===== config.mk =====
export PLATFORM = sky130hd
export DESIGN_NAME = sg_chain_walker
export DESIGN_NICKNAME = d
export VERILOG_FILES = /design/src/rtl/sgw_pkg.sv /design/src/rtl/sgw_desc_decode.sv /design/src/rtl/sgw_walk_fsm.sv /design/src/rtl/sg_chain_walker.sv
export SDC_FILE = /design/constraint.sdc
export NUM_CORES = 1
export LEC_CHECK = 0
export BUFFER_PORTS_ARGS = -buffer_cell sky130_fd_sc_hd__buf_2
export CAP_MARGIN = 20
export CORE_UTILIZATION = 48
export DETAILED_ROUTE_END_ITERATION = 12
export GPL_TIMING_DRIVEN = 1
export PLACE_DENSITY_LB_ADDON = 0.15
export SYNTH_ARGS = -nofsm -noshare
export SYNTH_HDL_FRONTEND = slang
export SYNTH_SLANG_ARGS = --single-unit

===== constraint.sdc =====
create_clock -name clk -period 1.98 [get_ports clk]
set_input_delay 0.198 -clock clk [delete_from_list [all_inputs] [get_ports clk]]
set_output_delay 0.198 -clock clk [all_outputs]
set_load 0.005 [all_outputs]

===== src/rtl/sgw_pkg.sv =====
package sgw_pkg;
    localparam int WORD_W     = 32;
    localparam int DESC_BYTES = 8;
    localparam int HI_OFFSET  = 4;
    // low descriptor word field positions
    localparam int BIT_VALID  = 0;
    localparam int BIT_LAST   = 1;
    localparam int BIT_XFER   = 5;
    localparam int LEN_LSB    = 16;

    typedef enum logic [1:0] {
        S_IDLE = 2'd0,
        S_LO   = 2'd1,
        S_HI   = 2'd2,
        S_RUN  = 2'd3
    } walk_st_e;
endpackage


===== src/rtl/sgw_desc_decode.sv =====
module sgw_desc_decode
    import sgw_pkg::*;
#(
    parameter int LEN_W      = 16,
    parameter int ALIGN_BITS = 2
) (
    input  logic [WORD_W-1:0] lo_word,
    output logic              f_ok,
    output logic              f_last,
    output logic [LEN_W-1:0]  f_len
);
    logic aligned;

    always_comb begin
        f_len   = lo_word[LEN_LSB +: LEN_W];
        f_last  = lo_word[BIT_LAST];
        aligned = (f_len[ALIGN_BITS-1:0] == '0);
        f_ok    = lo_word[BIT_VALID] & aligned;
    end
endmodule


===== src/rtl/sgw_walk_fsm.sv =====
module sgw_walk_fsm
    import sgw_pkg::*;
#(
    parameter int AW    = 32,
    parameter int LEN_W = 16
) (
    input  logic              clk,
    input  logic              rst_n,
    input  logic              start,
    input  logic [AW-1:0]     list_addr,
    input  logic              rx_mode,
    input  logic              enable,
    input  logic              abort,
    output logic              rd_req,
    output logic [AW-1:0]     rd_addr,
    input  logic              rd_rvalid,
    input  logic [WORD_W-1:0] rd_rdata,
    output logic              seg_valid,
    output logic [AW-1:0]     seg_addr,
    output logic [LEN_W-1:0]  seg_len,
    input  logic              seg_done,
    output logic              busy,
    output logic              done,
    output logic              err,
    output logic [WORD_W-1:0] lo_word,
    input  logic              f_ok,
    input  logic              f_last,
    input  logic [LEN_W-1:0]  f_len
);
    localparam logic [AW-1:0] STEP  = AW'(DESC_BYTES);
    localparam logic [AW-1:0] HI_OF = AW'(HI_OFFSET);

    typedef struct packed {
        walk_st_e          st;
        logic [AW-1:0]     ptr;
        logic [WORD_W-1:0] lo;
        logic              rx;
        logic              stop;
        logic              last;
        logic              seg_v;
        logic [AW-1:0]     seg_a;
        logic [LEN_W-1:0]  seg_l;
        logic              done;
        logic              err;
    } walk_t;

    walk_t w_d, w_q;
    logic  stop_now;

    always_comb begin
        w_d       = w_q;
        w_d.seg_v = 1'b0;
        w_d.done  = 1'b0;
        w_d.err   = 1'b0;
        stop_now  = w_q.stop | abort | (w_q.rx & ~enable);
        case (w_q.st)
            S_IDLE: begin
                if (start) begin
                    w_d.st   = S_LO;
                    w_d.ptr  = list_addr;
                    w_d.rx   = rx_mode;
                    w_d.stop = 1'b0;
                end
            end
            S_LO: begin
                w_d.stop = stop_now;
                if (rd_rvalid) begin
                    w_d.lo = rd_rdata;
                    w_d.st = stop_now ? S_IDLE : S_HI;
                end
            end
            S_HI: begin
                w_d.stop = stop_now;
                if (rd_rvalid) begin
                    if (stop_now) begin
                        w_d.st = S_IDLE;
                    end else if (!f_ok) begin
                        w_d.err = 1'b1;
                        w_d.st  = S_IDLE;
                    end else begin
                        w_d.seg_v = 1'b1;
                        w_d.seg_a = rd_rdata;
                        w_d.seg_l = f_len;
                        w_d.last  = f_last;
                        w_d.st    = S_RUN;
                    end
                end
            end
            default: begin
                w_d.stop = stop_now;
                if (seg_done) begin
                    if (stop_now) begin
                        w_d.st = S_IDLE;
                    end else if (w_q.last) begin
                        w_d.done = 1'b1;
                        w_d.st   = S_IDLE;
                    end else begin
                        w_d.ptr = w_q.ptr + STEP;
                        w_d.st  = S_LO;
                    end
                end
            end
        endcase
    end

    always_ff @(posedge clk or negedge rst_n) begin
        if (!rst_n) begin
            w_q <= '{st: S_IDLE, default: '0};
        end else begin
            w_q <= w_d;
        end
    end

    always_comb begin
        rd_req    = (w_q.st == S_LO) || (w_q.st == S_HI);
        rd_addr   = (w_q.st == S_HI) ? (w_q.ptr + HI_OF) : w_q.ptr;
        seg_valid = w_q.seg_v;
        seg_addr  = w_q.seg_a;
        seg_len   = w_q.seg_l;
        busy      = (w_q.st != S_IDLE);
        done      = w_q.done;
        err       = w_q.err;
        lo_word   = w_q.lo;
    end

    // a waiting request keeps its address until answered
    p_req_hold_r2: assert property (@(posedge clk) disable iff (!rst_n)
        rd_req && !rd_rvalid |=> rd_req && $stable(rd_addr));
    // a segment command follows a read response
    p_seg_after_resp_r3: assert property (@(posedge clk) disable iff (!rst_n)
        seg_valid |-> $past(rd_rvalid));
    // no misaligned segment leaves the walker
    p_seg_aligned_r4: assert property (@(posedge clk) disable iff (!rst_n)
        seg_valid |-> (seg_len[1:0] == 2'b00));
    // completion only after the mover finished
    p_done_after_seg_r5: assert property (@(posedge clk) disable iff (!rst_n)
        done |-> $past(seg_done) && !$past(abort));
    // a start while working does not end the chain
    p_start_busy_r6: assert property (@(posedge clk) disable iff (!rst_n)
        busy && start && !rd_rvalid && !seg_done |=> busy);
    // an abort never lets a segment out
    p_abort_no_seg_r7: assert property (@(posedge clk) disable iff (!rst_n)
        seg_valid |-> !$past(abort));
    // completion and error are exclusive
    p_done_err_excl_r9: assert property (@(posedge clk) disable iff (!rst_n)
        !(done && err));
endmodule


===== src/rtl/sg_chain_walker.sv =====
module sg_chain_walker
    import sgw_pkg::*;
#(
    parameter int AW         = 32,
    parameter int LEN_W      = 16,
    parameter int ALIGN_BITS = 2
) (
    input  logic              clk,
    input  logic              rst_n,
    input  logic              start,
    input  logic [AW-1:0]     list_addr,
    input  logic              rx_mode,
    input  logic              enable,
    input  logic              abort,
    output logic              rd_req,
    output logic [AW-1:0]     rd_addr,
    input  logic              rd_rvalid,
    input  logic [WORD_W-1:0] rd_rdata,
    output logic              seg_valid,
    output logic [AW-1:0]     seg_addr,
    output logic [LEN_W-1:0]  seg_len,
    input  logic              seg_done,
    output logic              busy,
    output logic              done,
    output logic              err
);
    logic [WORD_W-1:0] lo_word;
    logic              f_ok;
    logic              f_last;
    logic [LEN_W-1:0]  f_len;

    sgw_desc_decode #(.LEN_W(LEN_W), .ALIGN_BITS(ALIGN_BITS)) i_dec (
        .lo_word (lo_word),
        .f_ok    (f_ok),
        .f_last  (f_last),
        .f_len   (f_len)
    );

    sgw_walk_fsm #(.AW(AW), .LEN_W(LEN_W)) i_fsm (
        .clk       (clk),
        .rst_n     (rst_n),
        .start     (start),
        .list_addr (list_addr),
        .rx_mode   (rx_mode),
        .enable    (enable),
        .abort     (abort),
        .rd_req    (rd_req),
        .rd_addr   (rd_addr),
        .rd_rvalid (rd_rvalid),
        .rd_rdata  (rd_rdata),
        .seg_valid (seg_valid),
        .seg_addr  (seg_addr),
        .seg_len   (seg_len),
        .seg_done  (seg_done),
        .busy      (busy),
        .done      (done),
        .err       (err),
        .lo_word   (lo_word),
        .f_ok      (f_ok),
        .f_last    (f_last),
        .f_len     (f_len)
    );
endmodule


==> results of run 1 <==
-- registers in the layout (all words and copies together), names as in the netlist --
| name | cells |
|---|---|
| i_fsm.w_q | 37 |
| i_fsm.seg_addr | 32 |
| i_fsm.err | 1 |
| i_fsm.done | 1 |
| i_fsm.seg_valid | 1 |
| i_fsm.seg_len | 16 |
| i_fsm.lo_word | 18 |
-- synthesized netlist by cell type (all sizes together) (5+ instances only) --
cell | instances | area, um^2
dfrtp | 106 | 2650
buf | 70 | 504
mux2 | 70 | 788
nand2 | 33 | 126
nor2 | 33 | 129
o21ai | 26 | 130
a21oi | 22 | 110
xnor2 | 22 | 193
nand3 | 21 | 110
nand4 | 14 | 151
clkbuf | 13 | 58.8
inv | 11 | 41.3
nor3 | 11 | 87.6
ha | 7 | 87.6
xor2 | 7 | 61.3
a31oi | 5 | 31.3
and2 | 5 | 35.0
nor4 | 5 | 67.6
o22a | 5 | 43.8
-- how the worst min path moves through the flow --
| stage | from | endpoint | slack [ns] | depth (start not counted) |
|---|---|---|---|---|
| 6_report | rd_rdata[4] | i_fsm.seg_addr[4] | 0.07 | 2 |
| 5_1_grt | rd_rdata[4] | i_fsm.seg_addr[4] | 0.06 | 2 |
| 4_1_cts | rd_rdata[4] | i_fsm.seg_addr[4] | 0.05 | 2 |
| 3_5_place_dp | rst_n | i_fsm.w_q[105] | 0.17 | 1 |
| 3_3_place_gp | rst_n | i_fsm.w_q[105] | 0.16 | 1 |
| 2_1_floorplan | rst_n | i_fsm.done | -0.1 | 0 |
-- metrics by stage --
stage | cell area, um^2 | TNS (ns) | instances | utilization, %
detailed placement | 6890 | -1.14 | 835 | 57.4
CTS | 7570 | -6.36 | 869 | 63.0
finish | 7890 | -6.67 | 877 | 65.7
global route | 7890 | -10.07 | 877 | 65.7
global placement | 6890 | -0.128 | 835 | 57.4
floorplan | 5890 | -0.0322 | 546 | -
-- per-layer routing --
metal / up-vias / GRT usage (%) / wire [um]
met2: 174 / 40.0 / 7610
li1: 2250 / - / -
met4: 0 / 8.44 / 301
met3: 28 / 5.25 / 951
met1: 2372 / 30.0 / 6260
met5: - / 0 / 0
-- power breakdown --
group          switching [mW]  internal (mW)
Combinational            2.72           2.84
Sequential              0.617           2.86
Clock                   0.889           1.01
Total                    4.23           6.71
-- kinds of logic (layout without fill, tap and decap cells) --
kind of cell    after synthesis  in the layout  share of synthesized area [%]
flops                       106            106                           45.0
compound gates               95             95                           10.4
fa+ha+maj                     7              7                           1.49
mux                          72             72                           13.7
xor+xnor                     29             29                           4.31
buf+inv                      94            278                           10.3
simple gates                143            143                           14.8
-- cell usage in the layout (no fill, tap or decap), types with 7 or more instances in the layout --
cell type,count
xnor2_2,7
inv_1,8
buf_2,156
xnor2_1,15
dfrtp_1,103
clkbuf_16,10
nor2_1,23
mux2_2,65
nand3_1,13
buf_12,7
a21oi_1,20
o21ai_0,7
nand4_1,8
nand2_1,27
buf_6,14
o21ai_1,11
buf_4,69
o21ai_2,7
-- critical path: cells and delay by family (launching register included) --
family / cells / cell delay [ns]
simple gates: 4 / 0.66
buf+inv: 3 / 0.41
flops: 1 / 0.40
xor+xnor: 1 / 0.21
fa+ha+maj: 1 / 0.14
-- timing repair --
item,CTS,global route
cloned,1,2
endpoints found under the hold margin,28,0
setup endpoints to repair,43,48
hold buffers,1,0
resized for setup,50,71
setup buffers,17,9
pin swaps,28,38
-- final cells by class --
class,count,area (um^2),area share [%]
multi-input combinational,346,3000,38.0
sequential,106,2660,33.7
timing repair buffer,251,1690,21.5
clock buffer,10,229,2.90
tap,147,184,2.33
clock inverter,6,83.8,1.06
inverter,11,43.8,0.555
==> flow_metrics.env, run 1 <==
export IMPL_status="finished with violations"
export IMPL_violations="setup timing"
export IMPL_grt_pass1_vias=4826
export IMPL_ys_ff_latch=106
export IMPL_grt_pass1_wl_um=23600
export IMPL_finClkSkew_ns=0.00682
export IMPL_rr_startpoint="i_fsm.w_q[118]"
export IMPL_grt_overflow=0
export IMPL_via_per_inst=5.50
export IMPL_fp_row_count=40
export IMPL_rrSetupSlack_ns=0
export IMPL_syn2layout_area_growth_pct=34.0
export IMPL_crit_slowest_cell="dfrtp_1"
export IMPL_vdd_drop_max_mv=0.784
export IMPL_fmax_ghz=0.421
export IMPL_vias=4824
export IMPL_coreArea_um2=12000
export IMPL_synth_edff_count=0
export IMPL_clkLatencyLatePin_ns=0.36
export IMPL_drtIter0Drc=311
export IMPL_drt_first_pass_iters=5
export IMPL_hpwl_um=10200
export IMPL_startpoint="i_fsm.w_q[89]"
export IMPL_worstMarginPinSlew_ns=0.519
export IMPL_fp_dieW_um=113
export IMPL_cts_buffers=9
export IMPL_rsz0062_at_grt="true"
export IMPL_dp_slack_ns=-0.137
export IMPL_syn_nets=625
export IMPL_clk_pin_slew_ns=0.08
export IMPL_synthCells=546
export IMPL_cts_tree="yes"
export IMPL_yosys_warnings=0
export IMPL_clockBufferDepth=2
export IMPL_cpMostUsedCell="buf_6"
export IMPL_hold_violations=0
export IMPL_grt_util_all_layers_pct=23.7
export IMPL_finalNetCount=804
export IMPL_crit_fanout=4
export IMPL_wl_per_cell_um=17.2
export IMPL_synthArstFlopShare_pct=100
export IMPL_crit_end="rd_addr[29]"
export IMPL_crit_type="flop to output pin"
export IMPL_cp_required_ns=1.78
export IMPL_grt_max_degree=48
export IMPL_reg2reg_depth=9
export IMPL_period_needed_ns=2.38
export IMPL_synth_cell_types=70
export IMPL_critPathArrivalTime_ns=2.18
export IMPL_syn_cell_area_um2=5890
export IMPL_p_per_area_nw_per_um2=1390
export IMPL_antenna_found_initial=0
export IMPL_cts_root_buf="clkbuf_16"
export IMPL_routabilityCongestion=0.899
export IMPL_ios=157
export IMPL_power_mw=10.9
export IMPL_startpoint_type="flop"
export IMPL_seq_area_frac_synth_pct=45.0
export IMPL_slew_violations=0
export IMPL_wirelength_um=15100
export IMPL_synthFlopType="dfrtp_1"
export IMPL_reg2reg_to="i_fsm.w_q[99]"
export IMPL_leakage_nw=3.96
export IMPL_worst_setup_path_end_kind="output pin"
export IMPL_maxSlewHeadroom_pct=65.3
export IMPL_maxCapViolations=0
export IMPL_fin_crit_sh_pct=120
export IMPL_path_cells="buf_6 > ha_4 > nand4_4 > buf_6 > nor3_4 > and3_4 > nand4_2 > xnor2_2 > buf_2"
export IMPL_drc=0
export IMPL_drive_gt1_share_pct=57.0
export IMPL_portBuffers=156
export IMPL_postRouteAntennaNets=0
export IMPL_avgSynthCellArea_um2=10.8
export IMPL_hold_worst_slack_ns=0.0680
export IMPL_fin_ws_ns=-0.398
export IMPL_h_tree_depth=3
export IMPL_start_util_pct=49.1
export IMPL_num_antenna_cells=0
export IMPL_setup_viol=27
export IMPL_die_height_um=113
export IMPL_fillers=982
export IMPL_clkSinkCount=106
export IMPL_die_area_um2=12700
export IMPL_hp_class="input pin to flop"
export IMPL_critical_path_max_stage_delay_ns=0.40
(Power assumes the default switching activity.)
==> run 2, diff against run 1 <==
==> constraint.sdc (replaced) <==
create_clock -name clk -period 2 [get_ports clk]
set_input_delay 0.2 -clock clk [delete_from_list [all_inputs] [get_ports clk]]
set_output_delay 0.2 -clock clk [all_outputs]
set_load 0.005 [all_outputs]
==> run 2 against run 1 <==
- first-iteration DRC count shrank 0.64%
- largest power group unchanged
- worst setup slack gained 0.14 ns
- design area shrank 2.8%
- combinational power shrank 7.7%
- sequential share of layout area grew 0.99 points
- highest routed layer unchanged
- clock skew grew 0.0024 ns
- die area is the same
- hold slack gained 0.0012 ns
- critical path depth shrank 3
- wire length shrank 2.7%
- count of clock-buffer cells in the layout is the same
- the flow still finishes with violations (setup timing)
- critical path type unchanged
==> flow_metrics.env, run 2 (synthesis gave the netlist of run 1 again) <==
export IMPL_p_per_area_nw_per_um2=1370
export IMPL_fin_util_pct=63.9
export IMPL_postRouteAntennaNets=0
export IMPL_critical_path_max_stage_delay_ns=0.55
export IMPL_placedCellCount=830
export IMPL_regMostFlops="i_fsm.w_q"
export IMPL_clk_pin_slew_ns=0.07
export IMPL_grt_util_all_layers_pct=23.3
export IMPL_period_needed_ns=2.25
export IMPL_final_common_cell="buf_2"
export IMPL_rsz0062_at_grt="true"
export IMPL_drc=0
export IMPL_cts_root_buf="clkbuf_16"
export IMPL_clockBufferDepth=2
export IMPL_portBuffers=156
export IMPL_finClkSkew_ns=0.00920
export IMPL_violations="setup timing"
export IMPL_grt_max_degree=46
export IMPL_vdd_drop_max_mv=0.689
export IMPL_ios=157
export IMPL_clkSinkCount=106
export IMPL_critPathBufInv=1
export IMPL_drive_gt1_share_pct=54.6
export IMPL_grt_overflow=0
export IMPL_clkLatencyLatePin_ns=0.36
export IMPL_hpwl_um=10400
export IMPL_maxCapViolations=0
export IMPL_worstMarginPinSlew_ns=0.537
export IMPL_fp_row_count=40
export IMPL_critPathArrivalTime_ns=2.05
export IMPL_wl_per_cell_um=17.0
export IMPL_finalNetCount=792
export IMPL_slew_violations=0
export IMPL_setup_viol=34
export IMPL_die_area_um2=12700
export IMPL_vias=4761
export IMPL_fmax_ghz=0.444
export IMPL_hp_class="input pin to flop"
export IMPL_leakage_nw=3.85
export IMPL_wirelength_um=14700
export IMPL_critical_path_top_delay_family="simple AND/OR/NAND/NOR gates"
export IMPL_maxSlewHeadroom_pct=63.9
export IMPL_syn2layout_area_growth_pct=30.2
export IMPL_dp_slack_ns=-0.0341
export IMPL_die_height_um=113
export IMPL_drtIter0Drc=309
export IMPL_worst_setup_path_end_kind="output pin"
export IMPL_grt_pass1_wl_um=22900
export IMPL_status="finished with violations"
export IMPL_startpoint_type="flop"
export IMPL_power_mw=10.5
export IMPL_crit_fanout=6
export IMPL_cp_required_ns=1.80
export IMPL_drt_first_pass_iters=6
export IMPL_routabilityCongestion=0.898
export IMPL_fin_crit_sh_pct=113
export IMPL_stdcell_count=865
export IMPL_cts_tree="yes"
export IMPL_grt_pass1_vias=4590
export IMPL_hold_violations=0
export IMPL_fin_ws_ns=-0.254
export IMPL_layout_common_cells="155 x buf_2, 102 x dfrtp_1, 66 x buf_4, 65 x mux2_2, 28 x nand2_1"
export IMPL_num_antenna_cells=0
export IMPL_largest_reg_flops=37
export IMPL_coreArea_um2=12000
export IMPL_crit_slowest_cell="dfrtp_1"
export IMPL_start_util_pct=49.1
export IMPL_via_per_inst=5.50
export IMPL_antenna_found_initial=0
export IMPL_fillers=1004
export IMPL_crit_type="flop to output pin"
export IMPL_path_cells="nand2_2 > or2_4 > nor3_4 > nand4b_1 > xnor2_1 > buf_2"
export IMPL_fp_dieW_um=113
export IMPL_cts_buffers=9
export IMPL_h_tree_depth=3
-- run 2: power by group --
group	switching [mW]	internal [mW]
logic	2.57	2.56
clock network	0.837	1.11
registers	0.600	2.83
total	4.01	6.50
-- run 2: layer usage --
metal	global-route usage, %	share of wire, %	vias up
met5	0	0	-
met2	39.1	50	169
met3	5.41	6.7	21
met4	8.71	1.7	0
li1	-	-	2220
met1	29.4	42	2351
-- run 2: stage by stage --
stage	cell area, um^2	hold slack (ns)	setup TNS, ns
3_5_place_dp	6830	0.196	-0.0964
4_1_cts	7360	0.0586	-4.26
2_1_floorplan	5890	-0.0956	-0.0122
5_1_grt	7670	0.0602	-8.38
6_report	7670	0.0692	-4.39
3_3_place_gp	6830	0.190	0
-- run 2: path summary, 6_finish.rpt --
| kind | startpoint | to | slack [ns] | cells past startpoint |
|---|---|---|---|---|
| min in group asynchronous | rst_n | i_fsm.w_q[107] | 0.34 | 2 |
| worst min register to register | i_fsm.lo_word[25] | i_fsm.seg_len[9] | 0.49 | 1 |
| max in group asynchronous | rst_n | i_fsm.seg_addr[19] | 0.99 | 3 |
| worst min-delay path | rd_rdata[9] | i_fsm.seg_addr[9] | 0.07 | 2 |
| worst max register to register | i_fsm.w_q[118] | i_fsm.w_q[103] | -0.09 | 11 |
| worst max-delay path | i_fsm.w_q[93] | rd_addr[30] | -0.25 | 6 |
-- run 2: layout make-up --
type	count	area (um^2)	area share, %
clock inverter	6	100	1.30
multi-input combinational	346	2930	38.2
sequential	106	2660	34.6
inverter	11	41.3	0.538
tap	147	184	2.40
clock buffer	10	229	2.98
timing repair buffer	239	1530	19.9
-- run 2: repair_timing --
action,4_1_cts,5_1_grt
hold buffers,1,0
setup buffers,8,10
endpoints found under the hold margin,31,0
cloned,0,1
endpoints found under the setup margin,27,52
gates resized for setup,31,57
pin swaps,23,26
-- run 2: worst reg2reg max path, cell delays in order (launching register included) --
cell     delay (ns)
dfrtp_1        0.37
inv_2          0.06
buf_4          0.14
ha_4           0.24
nor4b_4        0.31
buf_4          0.17
nand3_4        0.09
o21ai_4        0.12
buf_6          0.18
buf_4          0.13
a21oi_1        0.06
a21oi_1        0.15
